==> src/rtl/proc_tlb_pkg.sv <==
package proc_tlb_pkg;
  localparam int WORD_W = 32;
  localparam int PAGE_SHIFT = 12;

  typedef struct packed {
    logic [WORD_W-1:0] vtag;
    logic [WORD_W-1:0] pframe;
  } tlb_slot_t;
endpackage

==> src/rtl/tlb_slot_bank.sv <==
module tlb_slot_bank
  import proc_tlb_pkg::*;
#(
  parameter int N_SLOTS = 4,
  localparam int IDX_W = (N_SLOTS > 1) ? $clog2(N_SLOTS) : 1
) (
  input  logic                     clk,
  input  logic                     rst_n,
  input  logic                     wr_en,
  input  logic [IDX_W-1:0]         wr_idx,
  input  logic                     wr_frame,
  input  logic [WORD_W-1:0]        wr_data,
  output tlb_slot_t [N_SLOTS-1:0]  slots
);
  for (genvar g = 0; g < N_SLOTS; g++) begin : g_slot
    always_ff @(posedge clk) begin
      if (!rst_n) begin
        slots[g] <= '0;
      end else if (wr_en && (wr_idx == IDX_W'(g))) begin
        if (wr_frame) slots[g].pframe <= wr_data;
        else          slots[g].vtag   <= wr_data;
      end
    end
  end
endmodule

==> src/rtl/tlb_match.sv <==
module tlb_match
  import proc_tlb_pkg::*;
#(
  parameter int N_SLOTS = 4,
  parameter int PID_W = 8
) (
  input  tlb_slot_t [N_SLOTS-1:0] slots,
  input  logic [WORD_W-1:0]       vaddr,
  input  logic [PID_W-1:0]        pid,
  input  logic                    is_store,
  output logic                    found,
  output logic [WORD_W-1:0]       frame
);
  logic [WORD_W-1:0]  key;
  logic [N_SLOTS-1:0] qual;

  always_comb begin
    key = {vaddr[WORD_W-1:PAGE_SHIFT], {PAGE_SHIFT{1'b0}}}
        | (WORD_W'(pid) << 1);
  end

  for (genvar g = 0; g < N_SLOTS; g++) begin : g_cmp
    assign qual[g] = ((slots[g].vtag & ~WORD_W'(1)) == key)
                   && (!is_store || slots[g].vtag[0]);
  end

  always_comb begin
    found = |qual;
    frame = '0;
    for (int i = N_SLOTS - 1; i >= 0; i--) begin
      if (qual[i]) frame = slots[i].pframe;
    end
  end
endmodule

==> src/rtl/tlb_fault_reg.sv <==
module tlb_fault_reg
  import proc_tlb_pkg::*;
(
  input  logic              clk,
  input  logic              rst_n,
  input  logic              fault_ev,
  input  logic [WORD_W-1:0] fault_va,
  input  logic              irq_clr,
  output logic [WORD_W-1:0] fault_page,
  output logic              irq
);
  always_ff @(posedge clk) begin
    if (!rst_n) begin
      fault_page <= '0;
      irq        <= 1'b0;
    end else begin
      if (fault_ev) begin
        fault_page <= {fault_va[WORD_W-1:PAGE_SHIFT], {PAGE_SHIFT{1'b0}}};
        irq        <= 1'b1;
      end else if (irq_clr) begin
        irq        <= 1'b0;
      end
    end
  end
endmodule

==> src/rtl/proc_tlb.sv <==
module proc_tlb
  import proc_tlb_pkg::*;
#(
  parameter int N_SLOTS = 4,
  parameter int PID_W = 8,
  localparam int IDX_W = (N_SLOTS > 1) ? $clog2(N_SLOTS) : 1,
  localparam int CFG_AW = IDX_W + 3
) (
  input  logic              clk,
  input  logic              rst_n,
  input  logic              cfg_we,
  input  logic [CFG_AW-1:0] cfg_addr,
  input  logic [WORD_W-1:0] cfg_wdata,
  input  logic              req_valid,
  input  logic [WORD_W-1:0] req_vaddr,
  input  logic [PID_W-1:0]  req_pid,
  input  logic              req_user,
  input  logic              req_write,
  output logic [WORD_W-1:0] rsp_paddr,
  output logic              rsp_hit,
  output logic              rsp_fault,
  output logic [WORD_W-1:0] fault_addr,
  output logic              irq_pending
);
  tlb_slot_t [N_SLOTS-1:0] slots;
  logic                    found;
  logic [WORD_W-1:0]       frame;
  logic                    xlate;

  tlb_slot_bank #(.N_SLOTS(N_SLOTS)) bank_i (
    .clk      (clk),
    .rst_n    (rst_n),
    .wr_en    (cfg_we),
    .wr_idx   (cfg_addr[CFG_AW-1:3]),
    .wr_frame (cfg_addr[2]),
    .wr_data  (cfg_wdata),
    .slots    (slots)
  );

  tlb_match #(.N_SLOTS(N_SLOTS), .PID_W(PID_W)) match_i (
    .slots    (slots),
    .vaddr    (req_vaddr),
    .pid      (req_pid),
    .is_store (req_write),
    .found    (found),
    .frame    (frame)
  );

  assign xlate     = req_valid && req_user && (req_pid != '0);
  assign rsp_hit   = xlate && found;
  assign rsp_fault = xlate && !found;
  assign rsp_paddr = rsp_hit
                   ? (frame | WORD_W'(req_vaddr[PAGE_SHIFT-1:0]))
                   : req_vaddr;

  tlb_fault_reg fault_i (
    .clk        (clk),
    .rst_n      (rst_n),
    .fault_ev   (rsp_fault),
    .fault_va   (req_vaddr),
    .irq_clr    (cfg_we),
    .fault_page (fault_addr),
    .irq        (irq_pending)
  );
endmodule

==> config.mk <==
export PLATFORM = sky130hd
export DESIGN_NAME = proc_tlb
export DESIGN_NICKNAME = d
export VERILOG_FILES = /design/src/rtl/proc_tlb_pkg.sv /design/src/rtl/tlb_slot_bank.sv /design/src/rtl/tlb_match.sv /design/src/rtl/tlb_fault_reg.sv /design/src/rtl/proc_tlb.sv
export SDC_FILE = /design/constraint.sdc
export NUM_CORES = 1
export LEC_CHECK = 0
export BUFFER_PORTS_ARGS = -buffer_cell sky130_fd_sc_hd__buf_4
export CAP_MARGIN = 10
export CELL_PAD_IN_SITES_DETAIL_PLACEMENT = 0
export CELL_PAD_IN_SITES_GLOBAL_PLACEMENT = 1
export CORE_ASPECT_RATIO = 0.9
export CORE_MARGIN = 3
export CORE_UTILIZATION = 44
export CTS_CLUSTER_DIAMETER = 100
export DETAILED_ROUTE_END_ITERATION = 8
export GPL_ROUTABILITY_DRIVEN = 0
export GPL_TIMING_DRIVEN = 0
export PLACE_DENSITY = 0.84
export SLEW_MARGIN = 10
export SYNTH_ARGS = -nofsm -noshare
export SYNTH_HDL_FRONTEND = slang
export SYNTH_SLANG_ARGS = --single-unit
==> constraint.sdc <==
create_clock -name clk -period 4.7 [get_ports clk]
set_clock_uncertainty 0.15 [all_clocks]
set_input_delay 1.175 -clock clk [delete_from_list [all_inputs] [get_ports clk]]
set_output_delay 1.175 -clock clk [all_outputs]
set_load 0.02 [all_outputs]
==> flow_summary_export.csv, run 1 <==
group,metric,value,unit
route,via_count,12600,
placed_design,portBuffers,72,
clock_tree,path_clk_slew,60,ps
synth,synth_area_leader_cell,"dfxtp_1",
synth,synth_top_family_by_area,"compound AO/OA/AOI/OAI gates",
global_route,grt_max_degree,15,
synth,yosysMostFrequentCell,"nand2_1",
setup_path,crit_fanout,7,
layout,syn2layout_area_growth,26.6,%
clock_tree,clockBufferDepth,3,
synth,synth_xor_area_share,7.20,%
layout,design_area,17200,um^2
layout,multiInputGateArea,8140,um^2
placed_design,placed_area,14700,um^2
synth,synthArstFlopShare,0,%
sta,finalCritPeriodShare,102,%
layout,fin_cells,2280,
sta,final_hold_viol_count,0,
synth,synthAdderAreaFrac,0,%
clock_tree,htree_levels,1,
global_route,grt_pass1_wl,72000,um
clock_tree,cts_made_buffers,31,
floorplanning,die-area,33100,um^2
synth,synth_area,13600,um^2
floorplanning,row_count,60,
global_route,antenna_found_initial,2,
route,first_pass_iters,5,
layout,diodes,0,
route,drt.antenna.violating_nets,0,
synth,synth_edf_count,0,
setup_path,slowest_delay,400,ps
clock_tree,cts_root_buf,"clkbuf_16",
setup_path,path_cells,"buf_4 -> xor2_1 -> nor4_2 -> nand4_1 -> o22ai_4 -> o21ai_4 -> buf_12 -> o41ai_4 -> buf_4",
sta,worst_slew_pin_slew,869,ps
synth,synth_common_cells,"nand2_1 (558), dfxtp_1 (277), a21boi_0 (256)",
global_route,grt_pass1_vias,11900,
sta,slew_violations,0,
route,wl_per_cell,21.2,um
synth,yosysSeqAreaShare,40.7,%
clock_tree,cts_tree,"yes",
floorplanning,core-area,30200,um^2
synth,synth_compound_area_share,21.4,%
placed_design,post-place-ws,-1120,ps
synth,synthFlopType,"dfxtp_1",
floorplanning,die_w,191,um
global_route,gr-total-overflow,0,
route,drt_iter0_drc,1061,
setup_path,cp_common_cell,"buf_4",
floorplanning,start_util,45.1,%
global_route,grt_usage,28.1,%
hold_path,min_path_type,"register to register",
floorplanning,num_io_pins,150,
clock_tree,cts_sinks,277,
flow_run,maxCapViolCount,0,
setup_path,end_kind,"primary output",
setup_path,worstPathArrival,3480,ps
sta,grt_setup_unrepaired,"true",
placed_design,hpwlAfterDp,34800,um
sta,worst_slack,-103,ps
synth,yosys.area_share.simple,21.2,%
setup_path,worst_path_max_delay_cell,"o41ai_4",
synth,synth-seq-cells,277,
route,viasPerCell,5.54,
synth,synth_top_area_share,40.7,%
pwr,leakage,6.23,nW
sta,fmax,208,MHz
setup_path,cp.required,3380,ps
setup_path,rrSetupSlack,2130,ps
sta,min_period,4800,ps
sta,setup_viol,22,
setup_path,cp-start-kind,"input pin",
pwr,irDropWorstVdd,281,uV
clock_tree,cts_hold_buf,0,
setup_path,critPathKind,"input pin to primary output",
layout,seq_area,5550,um^2
run_status,violations,"setup timing",
layout,n_fill_cell,2820,
sta,setup_tns,-899,ps
pwr,power_density,313,nW/um^2
route,routed_wl,48400,um
clock_tree,clk_latency,570,ps
layout,nets,1941,
synth,syn_avg_cell_area,7.91,um^2
synth,yosys_warnings,0,
synth,syn_inst,1722,
layout,drive_above_1_share,19.4,%
pwr,total_power,5.39,mW
floorplanning,die_h,173,um
sta,max_slew_margin,42.1,%
synth,yosys-top-cells-area,"dfxtp_1 (41%), nand2_1 (15%), a21boi_0 (14%)",
synth,yosysUniqueCellTypes,41,
placed_design,dp.cells,2208,
run_status,status,"complete, but fails checks",
route,route.detailed.drc,0,
synth,synthMuxAreaShare,1.47,%
==> registers in the layout, indices dropped and copies added (netlist names) <==
| name | cells |
|---|---|
| fault_i.fault_page | 20 |
| bank_i.slots | 256 |
| fault_i.irq | 1 |
==> kinds of logic (layout without fill, tap and decap cells) <==
kind of cell | count (synthesis) | count (layout)
simple gates | 696 | 696
mux | 20 | 20
flops | 277 | 277
xor+xnor | 112 | 112
buf+inv | 247 | 391
compound gates | 369 | 369
other cells | 1 | 12
==> power by group <==
part / switching, mW / internal (mW)
Sequential: 0.0347 / 2.40
Clock: 0.991 / 1.37
Combinational: 0.372 / 0.218
==> area by class of cell <==
class                   count  share of cell area [%]
multi-input cells        1209                    47.3
plain buffers             192                    6.65
well taps                 403                    2.93
repair buffers             93                    4.26
flip-flops and latches    277                    32.2
clock buffers              43                    5.00
clock inverters             9                   0.552
inverters                  54                    1.18
==> stage by stage <==
step	hold slack [ps]	utilization, %
after floorplan	289	-
after global placement	293	48.7
after detailed placement	299	48.7
after CTS	307	54.6
after global routing	318	57.1
final	308	57.1
==> worst max-delay path, delay by kind of cell <==
kind | cells | cell delay [ps]
buffers and inverters | 3 | 570
xor gates and xnor gates | 1 | 200
and+or+nand+nor | 2 | 690
AOI/OAI and AO/OA | 3 | 830
==> metal layers <==
layer	share of wire [%]	global-route usage, %	up-vias
li1	-	-	5965
met1	43	39.7	6042
met2	44	42.0	511
met3	8.3	5.84	115
met4	4.4	11.3	4
met5	0.043	0	-
==> what timing repair did <==
action                                  4_1_cts  5_1_grt
buffers inserted                             16        3
pin swaps                                    30       16
resized for setup                           178      136
endpoints found under the setup margin       34       33
gates cloned                                  2        0
==> path summary, 6_finish.rpt <==
kind / from / end / cells after the start
hold / removal: fault_i.fault_page[19] / fault_i.fault_page[19] / 2
hold reg to reg: fault_i.fault_page[19] / fault_i.fault_page[19] / 2
setup reg to reg: bank_i.slots[161] / fault_i.fault_page[21] / 10
setup / recovery: req_vaddr[15] / rsp_paddr[10] / 9
==> layout by cell type (no fill, tap or decap), drive strengths merged, types with 19 or more instances in the layout <==
cell type,count
nand2,558
dfxtp,277
a21boi,256
clkbuf,172
buf,156
xor2,88
inv,54
nor4,24
xnor2,24
nor2,22
and3,21
a21oi,20
mux2i,20
or3,20
a32oi,20
o311ai,20
a2111oi,20
nor3,19
Power figures use the tool's default switching activity.
==> run 2, diff against run 1 <==
CORE_UTILIZATION = 40   (was 44)
PLACE_DENSITY = 0.81   (was 0.84)
clock period = 4.4 ns   (was 4.7 ns; I/O delays follow)
==> run 2 against run 1 <==
Net effect: critical path depth increased by 1; sequential power is 7% higher; sequential cell count unchanged; the run still ends with setup timing left; final cell count increased by 2.5%; die area is 9.7% higher; critical endpoint is now rsp_paddr[5].
==> flow_summary_export.csv, run 2 (synthesis results as in run 1) <==
group,metric,value,unit
setup_path,cp-start-kind,"input pin",
floorplanning,row_count,63,
sta,holdWs,310,ps
layout,fin_cells,2336,
global_route,grt_pass1_wl,74800,um
sta,slew_violations,0,
pwr,leakage,6.35,nW
floorplanning,die-area,36300,um^2
setup_path,rrSetupSlack,1820,ps
route,via_count,12600,
sta,grt_setup_unrepaired,"true",
route,viasPerCell,5.38,
pwr,power_density,330,nW/um^2
setup_path,end_kind,"primary output",
layout,nets,1942,
flow_run,maxCapViolCount,0,
route,wl_per_cell,21.1,um
placed_design,placed_area,14800,um^2
clock_tree,cts_hold_buf,0,
hold_path,min_path_type,"register to register",
route,drt.antenna.violating_nets,0,
global_route,top_usage_layer,"met2",
layout,syn2layout_area_growth,29.9,%
layout,largest_register_ffs,256,
sta,setup_tns,-3510,ps
sta,finalCritPeriodShare,104,%
floorplanning,num_io_pins,150,
hold_path,worstHoldStart,"bank_i.slots[154]",
sta,min_period,4580,ps
sta,final_hold_viol_count,0,
clock_tree,cts_root_buf,"clkbuf_16",
hold_path,min_delay_path_depth,2,
setup_path,rr_endpoint,"fault_i.fault_page[17]",
setup_path,worstPathArrival,3330,ps
global_route,grt_usage,26.4,%
sta,worst_slew_pin_slew,835,ps
layout,drive_above_1_share,20.3,%
global_route,gr-usage-met2,42.5,%
route,route.detailed.drc,0,
clock_tree,clockBufferDepth,3,
setup_path,worst_path_max_delay_cell,"nor4_1",
setup_path,crit_family,"compound AO/OA/AOI/OAI gates",
floorplanning,die_w,200,um
clock_tree,htree_levels,1,
global_route,grt_pass1_vias,12300,
placed_design,hpwlAfterDp,35300,um
route,drt_iter0_drc,1045,
clock_tree,cts_made_buffers,30,
floorplanning,die_h,181,um
sta,setup_viol,32,
setup_path,crit_buf_inv,4,
sta,worst_slack,-185,ps
floorplanning,start_util,40.9,%
setup_path,critPathKind,"input pin to primary output",
setup_path,r2r_cells,9,
hold_path,hold_end,"bank_i.slots[154]",
sta,max_slew_margin,44.4,%
layout,top_regs,"bank_i.slots (256), fault_i.fault_page (20), fault_i.irq (1)",
placed_design,portBuffers,72,
setup_path,cp.required,3150,ps
floorplanning,core-area,33300,um^2
clock_tree,cts_tree,"yes",
layout,diodes,0,
pwr,irDropWorstVdd,313,uV
clock_tree,path_clk_slew,60,ps
setup_path,slowest_delay,390,ps
global_route,antenna_found_initial,2,
global_route,use_met3,3.57,%
layout,design_area,17700,um^2
global_route,gr-total-overflow,0,
sta,fmax,218,MHz
layout,regMostFlops,"bank_i.slots",
run_status,status,"complete, but fails checks",
setup_path,path_cells,"buf_12 -> xor2_1 -> nor4_1 -> nand4_1 -> buf_4 -> o22ai_4 -> o21ai_4 -> buf_12 -> o41ai_4 -> buf_4",
run_status,violations,"setup timing",
setup_path,crit_fanout,7,
layout,layout_commonest_cell,"nand2_1",
placed_design,dp.cells,2260,
route,routed_wl,49300,um
layout,layout_common_cells,"nand2_1 (558), dfxtp_1 (277), a21boi_0 (256)",
global_route,use_met1,36.8,%
setup_path,r2r_start,"bank_i.slots[47]",
route,first_pass_iters,5,
global_route,grt_max_degree,15,
clock_tree,cts_sinks,277,
clock_tree,clk_latency,580,ps
[run 2: cell count changes in the layout (fill, tap and decap cells not counted), moves of 4 or more]
| cell | delta |
|---|---|
| xor2_1 | -5 |
| a2111oi_4 | +4 |
| clkbuf_16 | +5 |
| buf_6 | +7 |
| xor2_2 | +7 |
| buf_4 | -6 |
| buf_2 | -12 |
| clkinv_2 | -4 |
| clkbuf_8 | +13 |
[run 2: per-layer routing]
metal  up-vias  part of all wire, %
met5         -                0.043
met4         4                  3.6
met3       108                  6.8
met2       471                   45
met1      6034                   45
li1       5959                    -
[run 2: layout make-up]
class                           instances  area, um^2
Sequential cell                       277        5550
Inverter                               54         203
Clock buffer                           49         953
Timing Repair Buffer                   96         797
Clock inverter                          5        52.6
Multi-Input combinational cell       1209        8250
Tap cell                              455         569
Fill cell                            3065       15600
Buffer                                191        1320
[run 2: worst max-delay path by stage]
stage	slack [ps]	cells past startpoint	to	startpoint
floorplan	-100	7	rsp_paddr[0]	req_pid[7]
global placement	-1000	9	rsp_paddr[24]	req_pid[0]
detailed placement	-1080	9	rsp_paddr[24]	req_pid[0]
CTS	-170	10	rsp_paddr[7]	req_pid[3]
global route	-250	10	rsp_paddr[10]	req_write
finish	-180	10	rsp_paddr[5]	req_pid[3]
[run 2: what timing repair did]
| action | CTS | global route |
|---|---|---|
| endpoints found under the setup margin | 34 | 34 |
| buffers inserted | 14 | 8 |
| gates cloned | 2 | 0 |
| gates resized for setup | 289 | 56 |
| pin swaps | 61 | 35 |
[run 2: stage by stage]
stage	power [mW]	setup slack [ps]	utilization, %
6_report	5.83	-185	53.2
2_1_floorplan	3.00	-103	-
3_3_place_gp	3.22	-996	44.4
5_1_grt	6.00	-253	53.2
3_5_place_dp	3.23	-1080	44.4
4_1_cts	5.82	-167	52.2
[run 2: report_power, final]
part	internal [mW]	leakage, nW	switching, mW	total (mW)
registers	2.57	2.24	0.0374	2.60
clock network	1.52	0.495	1.06	2.58
logic	0.245	3.61	0.404	0.649
[run 2: tightest hold or removal path, delay by kind of cell (launching register included)]
family | cells | cell delay (ps)
AO/OA/AOI/OAI | 1 | 60
AND/OR/NAND/NOR | 1 | 40
flip-flops | 1 | 300
